`config.mk`:
```
export PLATFORM = sky130hd
export DESIGN_NAME = pwr_seq_exec
export DESIGN_NICKNAME = d
export VERILOG_FILES = /design/src/rtl/pwr_seq_pkg.sv /design/src/rtl/pwr_seq_dp.sv /design/src/rtl/pwr_seq_ctrl.sv /design/src/rtl/pwr_seq_exec.sv
export SDC_FILE = /design/constraint.sdc
export NUM_CORES = 1
export LEC_CHECK = 0
export BUFFER_PORTS_ARGS = -buffer_cell sky130_fd_sc_hd__buf_2
export CORE_ASPECT_RATIO = 1.2
export CORE_UTILIZATION = 56
export DETAILED_ROUTE_END_ITERATION = 8
export PLACE_DENSITY = 0.84
export SYNTH_ARGS = -nofsm -noshare
export SYNTH_HDL_FRONTEND = slang
export SYNTH_SLANG_ARGS = --single-unit
```
`constraint.sdc`:
```
create_clock -name clk -period 5.8 [get_ports clk]
set_clock_uncertainty 0.05 [all_clocks]
set_input_delay 0.58 -clock clk [delete_from_list [all_inputs] [get_ports clk]]
set_output_delay 0.58 -clock clk [all_outputs]
set_load 0.1 [all_outputs]
```
`src/rtl/pwr_seq_pkg.sv`:
```
package pwr_seq_pkg;
  localparam int ENTRY_W = 56;

  localparam logic [3:0] CMD_READ  = 4'd0;
  localparam logic [3:0] CMD_WRITE = 4'd1;
  localparam logic [3:0] CMD_POLL  = 4'd2;
  localparam logic [3:0] CMD_DELAY = 4'd3;
  localparam logic [3:0] CMD_END   = 4'd4;

  typedef struct packed {
    logic [3:0]  cmdCode;
    logic [3:0]  baseSel;
    logic [15:0] regOffset;
    logic [7:0]  bitMask;
    logic [7:0]  bitValue;
    logic [7:0]  revMask;
    logic [3:0]  fabMask;
    logic [3:0]  hostMask;
  } seq_entry_t;

  typedef struct packed {
    logic loadEntry;
    logic clrIdx;
    logic incIdx;
    logic capRead;
    logic capWrite;
    logic loadDelay;
    logic decDelay;
    logic clrPoll;
    logic incPoll;
  } dp_ctrl_t;
endpackage

```
`src/rtl/pwr_seq_dp.sv`:
```
module pwr_seq_dp
  import pwr_seq_pkg::*;
#(
  parameter int IDX_W     = 4,
  parameter int US_CYCLES = 125,
  parameter int POLL_MAX  = 1000,
  parameter int DLY_W     = 40
) (
  input  logic                clk,
  input  logic                rstN,
  input  dp_ctrl_t            ctl,
  input  logic [ENTRY_W-1:0]  tblEntry,
  input  logic [2:0]          revSel,
  input  logic [1:0]          fabSel,
  input  logic [1:0]          ifSel,
  input  logic [7:0]          busRdata,
  output logic [IDX_W-1:0]    tblIdx,
  output seq_entry_t          entry,
  output logic                entryHit,
  output logic                pollHit,
  output logic                pollLast,
  output logic                delayZero,
  output logic                idxLast,
  output logic [7:0]          wrData,
  output logic [7:0]          readValue
);
  localparam int PC_W = $clog2(POLL_MAX + 1);
  localparam logic [DLY_W-1:0] US_K = DLY_W'(US_CYCLES);
  localparam logic [DLY_W-1:0] MS_K = DLY_W'(1000 * US_CYCLES);

  logic [DLY_W-1:0] dlyCnt;
  logic [PC_W-1:0]  pollCnt;

  always_ff @(posedge clk or negedge rstN) begin
    if (!rstN) tblIdx <= '0;
    else if (ctl.clrIdx) tblIdx <= '0;
    else if (ctl.incIdx) tblIdx <= tblIdx + 1'b1;
  end

  always_ff @(posedge clk or negedge rstN) begin
    if (!rstN) entry <= '0;
    else if (ctl.loadEntry) entry <= seq_entry_t'(tblEntry);
  end

  assign entryHit = entry.revMask[revSel] & entry.fabMask[fabSel] & entry.hostMask[ifSel];
  assign pollHit  = ((busRdata ^ entry.bitValue) & entry.bitMask) == 8'h00;
  assign pollLast = pollCnt == PC_W'(POLL_MAX - 1);
  assign delayZero = dlyCnt == '0;
  assign idxLast  = tblIdx == {IDX_W{1'b1}};

  always_ff @(posedge clk or negedge rstN) begin
    if (!rstN) begin
      wrData    <= '0;
      readValue <= '0;
    end else begin
      if (ctl.capWrite) wrData <= (busRdata & ~entry.bitMask) | (entry.bitValue & entry.bitMask);
      if (ctl.capRead)  readValue <= busRdata & entry.bitMask;
    end
  end

  always_ff @(posedge clk or negedge rstN) begin
    if (!rstN) dlyCnt <= '0;
    else if (ctl.loadDelay)
      dlyCnt <= DLY_W'(entry.regOffset) * (entry.bitValue[0] ? MS_K : US_K);
    else if (ctl.decDelay) dlyCnt <= dlyCnt - 1'b1;
  end

  always_ff @(posedge clk or negedge rstN) begin
    if (!rstN) pollCnt <= '0;
    else if (ctl.clrPoll) pollCnt <= '0;
    else if (ctl.incPoll) pollCnt <= pollCnt + 1'b1;
  end

  // the attempt counter never passes the limit
  p_poll_bound_r6: assert property (@(posedge clk) disable iff (!rstN)
    pollCnt < PC_W'(POLL_MAX));
endmodule

```
`src/rtl/pwr_seq_ctrl.sv`:
```
module pwr_seq_ctrl
  import pwr_seq_pkg::*;
(
  input  logic       clk,
  input  logic       rstN,
  input  logic       start,
  input  logic [3:0] cmdCode,
  input  logic       entryHit,
  input  logic       pollHit,
  input  logic       pollLast,
  input  logic       delayZero,
  input  logic       idxLast,
  input  logic       busReady,
  output dp_ctrl_t   ctl,
  output logic       busRe,
  output logic       busWe,
  output logic       busy,
  output logic       done,
  output logic       timeoutErr
);
  typedef enum logic [3:0] {
    S_IDLE, S_FETCH, S_DECIDE, S_READ, S_WRITE, S_WAIT, S_NEXT, S_DONE, S_FAIL
  } state_e;

  state_e state, nextState;

  always_comb begin
    nextState = state;
    ctl = '0;
    busRe = 1'b0;
    busWe = 1'b0;
    unique case (state)
      S_IDLE: if (start) begin
        ctl.clrIdx = 1'b1;
        nextState = S_FETCH;
      end
      S_FETCH: begin
        ctl.loadEntry = 1'b1;
        nextState = S_DECIDE;
      end
      S_DECIDE: begin
        if (!entryHit) nextState = S_NEXT;
        else begin
          case (cmdCode)
            CMD_READ, CMD_WRITE, CMD_POLL: begin
              ctl.clrPoll = 1'b1;
              nextState = S_READ;
            end
            CMD_DELAY: begin
              ctl.loadDelay = 1'b1;
              nextState = S_WAIT;
            end
            CMD_END: nextState = S_DONE;
            default: nextState = S_NEXT;
          endcase
        end
      end
      S_READ: begin
        busRe = 1'b1;
        if (busReady) begin
          if (cmdCode == CMD_READ) begin
            ctl.capRead = 1'b1;
            nextState = S_NEXT;
          end else if (cmdCode == CMD_WRITE) begin
            ctl.capWrite = 1'b1;
            nextState = S_WRITE;
          end else if (pollHit) nextState = S_NEXT;
          else if (pollLast) nextState = S_FAIL;
          else ctl.incPoll = 1'b1;
        end
      end
      S_WRITE: begin
        busWe = 1'b1;
        if (busReady) nextState = S_NEXT;
      end
      S_WAIT: begin
        if (delayZero) nextState = S_NEXT;
        else ctl.decDelay = 1'b1;
      end
      S_NEXT: begin
        if (idxLast) nextState = S_DONE;
        else begin
          ctl.incIdx = 1'b1;
          nextState = S_FETCH;
        end
      end
      S_DONE: nextState = S_IDLE;
      S_FAIL: nextState = S_IDLE;
      default: nextState = S_IDLE;
    endcase
  end

  always_ff @(posedge clk or negedge rstN) begin
    if (!rstN) begin
      state <= S_IDLE;
      done <= 1'b0;
      timeoutErr <= 1'b0;
    end else begin
      state <= nextState;
      if (state == S_IDLE && start) begin
        done <= 1'b0;
        timeoutErr <= 1'b0;
      end
      if (state == S_DONE) done <= 1'b1;
      if (state == S_FAIL) timeoutErr <= 1'b1;
    end
  end

  assign busy = state != S_IDLE;

  // one request kind at a time
  p_req_excl_r8: assert property (@(posedge clk) disable iff (!rstN) !(busRe && busWe));
  // the two outcomes never coexist
  p_done_err_excl_r6: assert property (@(posedge clk) disable iff (!rstN) !(done && timeoutErr));
  // after a timeout the bus stays quiet
  p_err_quiet_r6: assert property (@(posedge clk) disable iff (!rstN)
    timeoutErr |-> (!busRe && !busWe));
  // busy only ends with an outcome flag
  p_busy_end_r9: assert property (@(posedge clk) disable iff (!rstN)
    $fell(busy) |-> (done || timeoutErr));
endmodule

```
`src/rtl/pwr_seq_exec.sv`:
```
module pwr_seq_exec
  import pwr_seq_pkg::*;
#(
  parameter int IDX_W     = 4,
  parameter int US_CYCLES = 125,
  parameter int POLL_MAX  = 1000,
  parameter int DLY_W     = 40
) (
  input  logic               clk,
  input  logic               rstN,
  input  logic               start,
  input  logic [2:0]         revSel,
  input  logic [1:0]         fabSel,
  input  logic [1:0]         ifSel,
  output logic [IDX_W-1:0]   tblIdx,
  input  logic [ENTRY_W-1:0] tblEntry,
  output logic [19:0]        busAddr,
  output logic [7:0]         busWdata,
  output logic               busWe,
  output logic               busRe,
  input  logic [7:0]         busRdata,
  input  logic               busReady,
  output logic               busy,
  output logic               done,
  output logic               timeoutErr,
  output logic [7:0]         readValue
);
  dp_ctrl_t   ctl;
  seq_entry_t entry;
  logic entryHit, pollHit, pollLast, delayZero, idxLast;

  pwr_seq_dp #(
    .IDX_W(IDX_W), .US_CYCLES(US_CYCLES), .POLL_MAX(POLL_MAX), .DLY_W(DLY_W)
  ) u_dp (
    .clk(clk), .rstN(rstN), .ctl(ctl), .tblEntry(tblEntry),
    .revSel(revSel), .fabSel(fabSel), .ifSel(ifSel), .busRdata(busRdata),
    .tblIdx(tblIdx), .entry(entry), .entryHit(entryHit), .pollHit(pollHit),
    .pollLast(pollLast), .delayZero(delayZero), .idxLast(idxLast),
    .wrData(busWdata), .readValue(readValue)
  );

  pwr_seq_ctrl u_ctrl (
    .clk(clk), .rstN(rstN), .start(start), .cmdCode(entry.cmdCode),
    .entryHit(entryHit), .pollHit(pollHit), .pollLast(pollLast),
    .delayZero(delayZero), .idxLast(idxLast), .busReady(busReady),
    .ctl(ctl), .busRe(busRe), .busWe(busWe), .busy(busy), .done(done),
    .timeoutErr(timeoutErr)
  );

  assign busAddr = {entry.baseSel, entry.regOffset};

  // a waiting request keeps its kind and address
  p_req_hold_r8: assert property (@(posedge clk) disable iff (!rstN)
    (busRe && !busReady) |=> (busRe && $stable(busAddr)));
  // written bits inside the mask equal the entry value
  p_write_merge_r4: assert property (@(posedge clk) disable iff (!rstN)
    busWe |-> (((busWdata ^ entry.bitValue) & entry.bitMask) == 8'h00));
endmodule

```
==> impl_summary.md, run 1 <==
Setup path
The critical path arrival is roughly 7100 ps. For the worst flop-to-flop path, the logic depth is 23. In this run the critical register-to-register path is launched from u_dp.entry[16]. The required time reported for the critical path endpoint is roughly 6100 ps. The critical path in this run is classified as reg2reg. The worst register-to-register path ends at u_dp.dlyCnt[32]. The launching element type of the critical path is a flip-flop. The worst register-to-register path has a setup slack of -1010 ps. In this run the worst setup path terminates at u_dp.dlyCnt[32]. In this run the worst setup path begins at u_dp.entry[16]. The worst setup path is captured at a flip-flop.

In this run the worst path has a maximum fanout of 6.

Die
The floorplan die width is 141 um. The number of rows created at floorplan is 60. The initial core utilization is a little under three fifths. The die footprint is 23,800 um2. The placeable core region is around 23,000 um2. 120 I/O pins were placed.

The height of the die is 169 um.

Clocking
The maximum buffer depth of the clock tree is 2. The CTS tree is done. The later pin in the worst-skew pair is clocked with a latency of about 450 ps. The master cell of the clock root buffer is clkbuf_16. The clock input transition at the sequential cells of the worst setup and hold paths is around 80 ps. The maximum level of the CTS H-tree is 4.

TritonCTS created 17 clock buffers. The clock sink total is 132. In this run, post-CTS hold repair placed 0 buffers.

STA
After layout, the worst path uses 117% of the clock period. The maximum frequency from static timing analysis is 147 MHz. Setup violations remaining at the end of the flow were counted as 20. For the finished layout, the period the worst path requires is approximately 6800 ps.

Final hold analysis gives a worst-case slack of 43.8 ps. The number of pins exceeding their max-slew limit in the final report is 0. Once routing completed, OpenROAD measured the worst setup slack at -1010 ps. For the pin with the worst max-slew slack, the measured transition is 908 ps.

Setup repair after global routing could not meet its margin everywhere. The count of endpoints failing hold in the final timing report was 0. The post-route setup TNS is -9640 ps.

Headroom to the max-slew limit came out at about two fifths.

Global route
The via count of the first global-routing pass is between 10,000 and 15,000. The global routing met1 resource utilization is between 30% and 40%. The largest net degree at the start of global routing is between 70 and 80. The busiest metal layer after global routing is met2. The initial antenna violation count is 1. For met3 alone, demand over resource in global routing was under 10%. The first global-routing pass estimated 53,200 um of wire. The global-route congestion overflow total is 0. In the global route stage, overall resource usage came out at 28.4%. The met2 routing resource usage after global routing is roughly half.

Logic synthesis
The instance count of the mapped netlist is 1,385. The portion of synthesized cell area occupied by the leading cell type is 25.4%. The register bit total from synthesis is approximately 130.

The Yosys step of the flow raised 0 warnings. The largest area contributor in the synthesized netlist is dfrtp_1. The async set-or-reset flop fraction in the synthesized netlist is 100%. The count of flip-flops with a built-in enable after synthesis is 0.

The number of distinct library cell variants in the gate-level netlist after synthesis is between 60 and 70. The total nets after synthesis is approximately 1,700. Sorting the synthesized cells by area gives the leading types as dfrtp_1 (25%), fa_1 (17%), ha_1 (16%). The share of synthesized area occupied by flip-flops and latches is 25.4%.

The mean area per synthesized cell is roughly 9.4 um2. The summed instance area of the synthesized netlist is 13,000 um2. Among all flip-flop cells after synthesis, the most frequent one is dfrtp_1.

Status
The checks that failed: negative setup slack. The flow ran to the end, but the final reports show violations.

Cells and area
The storage element area is roughly 3300 um2. After the flow finishes, the layout carries non-filler instances totaling about 1,900. At the end of the flow, the number of nets in the layout was 1,926.

The total of fill cells in the finished design is 1,384. The fraction of final layout cells sized beyond drive strength 1 is around 28%. Measured on the finished design, the core utilization comes to a little over two thirds. The number of antenna diodes in the final layout is 0. The layout-stage area growth over the synthesis result is 22.8%. The multi-input combinational cells in the finished layout cover a total of between 9000 and 10,000 um2.

Route
The detailed router finished its first iteration with 850 violations. For this block, the via count after detailed routing is around 11,000. The mean routed wirelength per cell is approximately 20 um. For this run, design rule violations remaining after detail routing come to 0. The routed via count divided by cell count is between 5 and 6. The post-detailed-route count of antenna-violating nets is 0. The final wirelength is between 30,000 and 40,000 um. The first-pass iteration count of the detailed router is 5.

Run
Across the run, the number of max-cap violations was 0.

Placement
Detailed placement finished with a half-perimeter wire length of 23,500 um. The count of placed standard cells including taps is around 1,800. In this run the tool buffered the top-level ports with between 100 and 150 buffer cells. The routability-driven placement congestion ratio is between 0.9 and 1.

Hold path
The tightest min-delay check is of the in2async type.
-- stage by stage --
stage	worst slack [ps]	cell area, um2
6_report	-1010	15900
2_1_floorplan	29.3	13200
3_3_place_gp	-148	14500
5_1_grt	-1120	15900
3_5_place_dp	-279	14500
4_1_cts	-60.3	15200
-- how the worst min path moves through the flow --
stage,start,end,slack [ps],cells past startpoint
after floorplan,rstN,u_ctrl.done,230,0
after CTS,rstN,u_dp.entry[36],100,1
after global routing,rstN,u_dp.entry[36],120,1
final,rstN,u_dp.entry[36],40,1
after global placement,u_dp.wrData[1],u_dp.wrData[1],410,2
after detailed placement,u_dp.readValue[2],u_dp.readValue[2],420,2
-- critical path: stages, from the launching register on --
cell,delay [ps]
dfrtp_2,480
clkbuf_16,200
nand2_4,110
fa_1,710
buf_4,170
inv_1,40
ha_1,290
ha_1,290
inv_1,50
fa_1,550
inv_1,70
fa_1,540
inv_1,60
fa_1,410
inv_1,60
ha_1,260
buf_4,180
a21oi_1,470
nor2b_1,120
o21ai_0,700
o311a_1,400
o31ai_2,90
xnor2_1,230
a21oi_1,120
-- state kept, by name, indices dropped and copies added, names as in the netlist --
register,cells
u_dp.pollCnt,10
u_dp.dlyCnt,40
u_dp.entry,56
u_ctrl.done,1
u_ctrl.timeoutErr,1
u_dp.tblIdx,4
u_dp.wrData,8
u_ctrl.state,4
u_dp.readValue,8
-- area by class of cell --
cell class	instances	area share, %
inverters	252	5.95
well taps	310	2.43
repair buffers	237	9.87
multi-input cells	939	57.2
clock inverters	15	1.12
flip-flops and latches	132	20.7
clock buffers	17	2.67
-- kinds of logic after synthesis --
group	after synthesis	synth area share, %
fa+ha+maj	272	32.5
xor+xnor	74	4.99
mux	64	5.76
buf+inv	314	9.69
simple gates	338	12.7
flops	132	25.4
compound gates	191	8.93
-- synthesized netlist by cell type, drive strengths merged, types with 2 or more instances --
cell	number
nor2b	6
xor2	37
a22oi	5
dfrtp	132
o221ai	7
nor4	12
nand4	16
nand4b	2
and3	8
mux2i	14
o21a	3
or3	11
nand3	19
buf	24
o31ai	3
a41oi	3
nor3	29
o21bai	3
inv	252
or4	9
ha	163
a221oi	3
mux4	4
mux2	46
o21ai	72
a31oi	3
o211ai	9
clkbuf	38
fa	109
nand2b	17
nand3b	3
o22ai	4
a21oi	54
or2	2
a21o	6
a211oi	3
xnor2	37
nand2	113
nor2	76
and2	12
-- cell usage in the layout (no fill, tap or decap), types with 9 or more instances in the layout --
| master | instances |
|---|---|
| buf_4 | 104 |
| or3_1 | 11 |
| xor2_1 | 35 |
| xnor2_1 | 35 |
| nand2b_4 | 9 |
| o21ai_1 | 11 |
| inv_2 | 23 |
| nand3_1 | 15 |
| nor4_1 | 12 |
| a21oi_2 | 9 |
| fa_1 | 103 |
| ha_4 | 19 |
| ha_1 | 141 |
| dfrtp_1 | 131 |
| buf_6 | 10 |
| mux2i_1 | 14 |
| nand4_1 | 16 |
| nor3_1 | 25 |
| clkbuf_16 | 19 |
| a21oi_1 | 43 |
| inv_1 | 228 |
| mux2_2 | 46 |
| buf_2 | 118 |
| o21ai_0 | 55 |
| nand2_1 | 105 |
| nor2_1 | 70 |
-- routing by layer --
metal	share of wire, %	routed length [um]
met4	8.3	3210
met5	0.044	17
met3	8.3	3220
met1	34	13100
met2	49	19100
-- repair_timing --
action                                  CTS  global route
pin swaps                                 9            65
buffers inserted                          3            18
resized for setup                        24           116
cloned                                    0             2
endpoints found under the setup margin   15            22
Power of run 1 is not shown: default switching activity piles up to over one toggle a cycle in this logic, so the estimate is an artifact.
==> run 2: changes to the inputs <==
ABC_AREA = 1   (was default)
PLACE_DENSITY = 0.83   (was 0.84)
==> run 2 against run 1 <==
  * The run now ends clean
  * Design area grew 2.2%
  * Utilization down 6.4 points
  * Die area rose by 11%
  * Critical path depth is 1 higher
  * Via count up 15%
  * Fmax grew 21%
  * Critical endpoint is now u_dp.dlyCnt[14]
  * Register-to-register slack better by 1200 ps
  * Synthesized cell count increased by 44%
==> impl_summary.md, run 2 <==
Clocking
The master cell of the clock root buffer is clkbuf_16. The clock input transition at the sequential cells of the worst setup and hold paths is 80 ps (about the same). The maximum buffer depth of the clock tree was 2 (unchanged). TritonCTS built the clock tree. The source-to-sink clock delay at the later pin of the worst-skew pair is 440 ps (about the same). The maximum level of the CTS H-tree is 4 (unchanged). The CTS buffer count is 17 (unchanged). The clock sink total is 132 (unchanged).

Logic synthesis
The most used flip-flop cell after synthesis is dfrtp_1. The count of flip-flops with a built-in enable after synthesis is 0 (unchanged). The number of distinct library cell variants in the gate-level netlist after synthesis is 45 (-30%). By area the synthesized netlist is led by dfrtp_1 (23%), nand2_1 (15%), fa_1 (15%). The total nets after synthesis is 2,339 (+35%).

The register bit total from synthesis was 132 (unchanged). By count the netlist is led by nand2_1 (587), inv_1 (402), nor2_1 (187). nand2_1 is the most common cell in the netlist. The number of warnings reported in the yosys synthesis log came to 0 (unchanged). The portion of synthesized cell area occupied by the leading cell type is 22.9% (-2.6 points).

The summed instance area of the synthesized netlist was 14,400 um2 (+11%). The largest area contributor in the synthesized netlist is dfrtp_1. The mean area per synthesized cell was 7.25 um2 (-23%). The share of synthesized area occupied by flip-flops and latches is 22.9% (-2.6 points). The instance count of the mapped netlist is 1,992 (+44%).

The async set-or-reset flop fraction in the synthesized netlist is 100% (unchanged).

Die
The placeable core region is 25,400 um2 (+12%). The I/O pin count is 120 (unchanged). The die footprint is 26,500 um2 (+11%). The number of rows created at floorplan was 64 (+6.7%).

The floorplan die width came to 149 um (+5.4%). The height of the die is 178 um (+5.4%). The initial core utilization came to 56.9% (-0.53 points).

Cells and area
The largest registers in the layout are u_dp.entry: 56 flops, u_dp.dlyCnt: 40 flops, u_dp.pollCnt: 10 flops. Ranked by flip-flop count, first place goes to u_dp.entry. The flip-flop count of the largest register after layout was 56 (unchanged). The storage element area is 3310 um2 (about the same). The most common cell after layout, fill and taps aside is nand2_1. In the layout the commonest cells are nand2_1 (569), inv_1 (400), nor2_1 (170), ha_1 (157), dfrtp_1 (130). The total of fill cells in the finished design was 2,008 (+45%).

The total inserted antenna cells came to 0 (unchanged). From synthesis to final layout, the design area changed by 12.8%. The footprint of the multi-input gates is 9570 um2 (+4.8%).

The total number of nets in the final design is 2,461 (+28%). The fraction of final layout cells sized beyond drive strength 1 is 13.6% (-15 points). The final core utilization is 64.2% (-6.4 points).

STA
The final critical delay including setup and external delays is 5650 ps (-1160 ps). The transition time at the pin with the least slew margin is 1010 ps (+99.3 ps). The count of final setup violators is 0 (-100%).

The count of endpoints failing hold in the final timing report is 0 (unchanged). The final period utilization was 97.4% (-20 points). Setup repair after global routing could not meet its margin everywhere. The worst-case hold slack was 84.2 ps (+40.4 ps). The number of pins exceeding their max-slew limit in the final report is 0 (unchanged). The tightest slew margin relative to the limit is 32.8% (-6.5 points). The post-route setup TNS is 0 ps (+9640 ps). The maximum frequency from static timing analysis came to 177 MHz (+21%).

Hold path
The min-delay analysis places its worst path in the category in2async.

Route
The first-pass iteration count of the detailed router is 9 (+4). The routed via count divided by cell count was 5.33 (-11%). The post-detailed-route count of antenna-violating nets came to 0 (unchanged). The mean routed wirelength per cell came to 15.2 um (-25%).

The final wirelength is 37,300 um (-3.3%). The DRC violation count after routing is 0 (unchanged). The via count of the routed design was 13,092 (+15%). The number of design-rule violations left by the first detailed-router iteration is 857 (+0.82%).

Global route
The largest net degree at the start of global routing was 82 (+15%). The initial antenna violation count was 0 (-1). The via count of the first global-routing pass was 12,998 (+14%). The first-pass GRT wire length is 60,300 um (+13%). The global-route congestion overflow total is 0 (unchanged).

The total track usage came to 28.9% (+0.46 points).

Power
The worst-case vdd ir drop is around 370 uV. The fraction of power spent switching nets is a little over a quarter. In this run the static leakage power is about 8.8 nW. Summed over all nets, the switching power comes to between 0.5 and 0.6 mW. The internal portion of the total power is roughly 1.6 mW. Registers are responsible for between 40% and 50% of the overall power. The relative contribution of the clock network to total power is 52.2%.

Overall power consumption after layout is estimated at approximately 2.1 mW. For this design the ratio of total power to cell area is roughly 130 nW/um2. In this run, the combinational gates consume 4.2% of the power.

Run
The max-cap check violation count is 0 (unchanged).

Setup path
The startpoint-to-endpoint class of the critical path is reg2reg. The critical path arrival was 5920 ps (-1160 ps). The launching element type of the critical path is a flip-flop. The required time reported for the critical path endpoint is 6070 ps (about the same). The highest fanout seen on the critical path is 8 (+2). The nature of the critical path endpoint is a flip-flop.

Placement
The HPWL after detailed placement was 29,000 um (+23%). The routability-driven placement congestion ratio is 0.962 (+4.4%). The count of input and output buffers is 119 (unchanged).

Status
The run finished with clean final reports.
-- run 2: power by group through the flow --
stage | combinational (mW) | sequential, mW | clock [mW]
finish | 0.0902 | 0.925 | 1.11
global route | 0.0996 | 0.924 | 1.16
CTS | 0.0919 | 0.925 | 1.12
detailed placement | 0.0916 | 0.942 | 0
global placement | 0.0901 | 0.942 | 0
floorplan | 0.0156 | 0.963 | 0
-- run 2: layer usage --
layer  share of wire, %  wire length, um  up-vias  track usage (%)
met5                  0                0        -                0
met4                4.0             1510        0             12.0
met3                5.0             1850      118             4.42
met2                 50            18600      471             51.5
met1                 41            15400     6198             34.4
li1                   -                -     6305                -
-- run 2: worst paths after layout --
kind	start	slack, ps	endpoint	cells after the start
worst max-delay path	u_dp.entry[16]	150	u_dp.dlyCnt[14]	24
worst min-delay path	rstN	80	u_dp.dlyCnt[22]	1
worst max register to register	u_dp.entry[16]	150	u_dp.dlyCnt[14]	24
worst min register to register	u_dp.entry[9]	420	u_dp.entry[9]	2
max in group asynchronous	rstN	4200	u_dp.entry[16]	2
min in group clk	tblEntry[28]	290	u_dp.entry[28]	3
-- run 2: cell type report --
| type | count | share of cell area, % |
|---|---|---|
| Timing Repair Buffer | 152 | 5.40 |
| Tap cell | 330 | 2.53 |
| Multi-Input combinational cell | 1400 | 58.7 |
| Clock inverter | 15 | 1.01 |
| Inverter | 411 | 9.47 |
| Sequential cell | 132 | 20.3 |
| Clock buffer | 17 | 2.61 |
-- run 2: critical path, cell delays in order, from the launching register on --
cell	delay, ps
dfrtp_2	530
buf_12	170
inv_1	60
buf_4	160
nand2_1	110
inv_1	110
fa_1	420
ha_1	300
inv_1	50
fa_1	520
fa_1	450
fa_1	440
inv_1	90
fa_1	430
ha_1	380
nand2_1	160
inv_1	90
nand2_1	70
nand2_1	100
a21oi_1	160
nand2_2	140
xnor2_2	250
nand2_1	140
nand3_1	90
nand2_1	60
-- run 2: cells by family after synthesis --
group	share of synthesized area (%)
buffers and inverters	12.8
muxes	0.624
xor gates and xnor gates	2.73
adders and majority gates	29.2
and+or+nand+nor	26.5
DFF	22.9
AOI/OAI and AO/OA	5.34
-- run 2: metrics by stage --
| stage | cell area [um2] | cells | worst slack (ps) |
|---|---|---|---|
| after floorplan | 14400 | 1992 | 22.9 |
| after global placement | 15400 | 2422 | 169 |
| after detailed placement | 15400 | 2422 | 42.2 |
| after CTS | 16000 | 2454 | 49.3 |
| after global routing | 16300 | 2457 | -128 |
| final | 16300 | 2457 | 150 |
-- run 2: repair_timing --
action,4_1_cts,5_1_grt
gates resized for setup,0,72
buffers inserted,0,2
hold buffers,0,0
setup endpoints to repair,0,23
(Power assumes the default switching activity.)
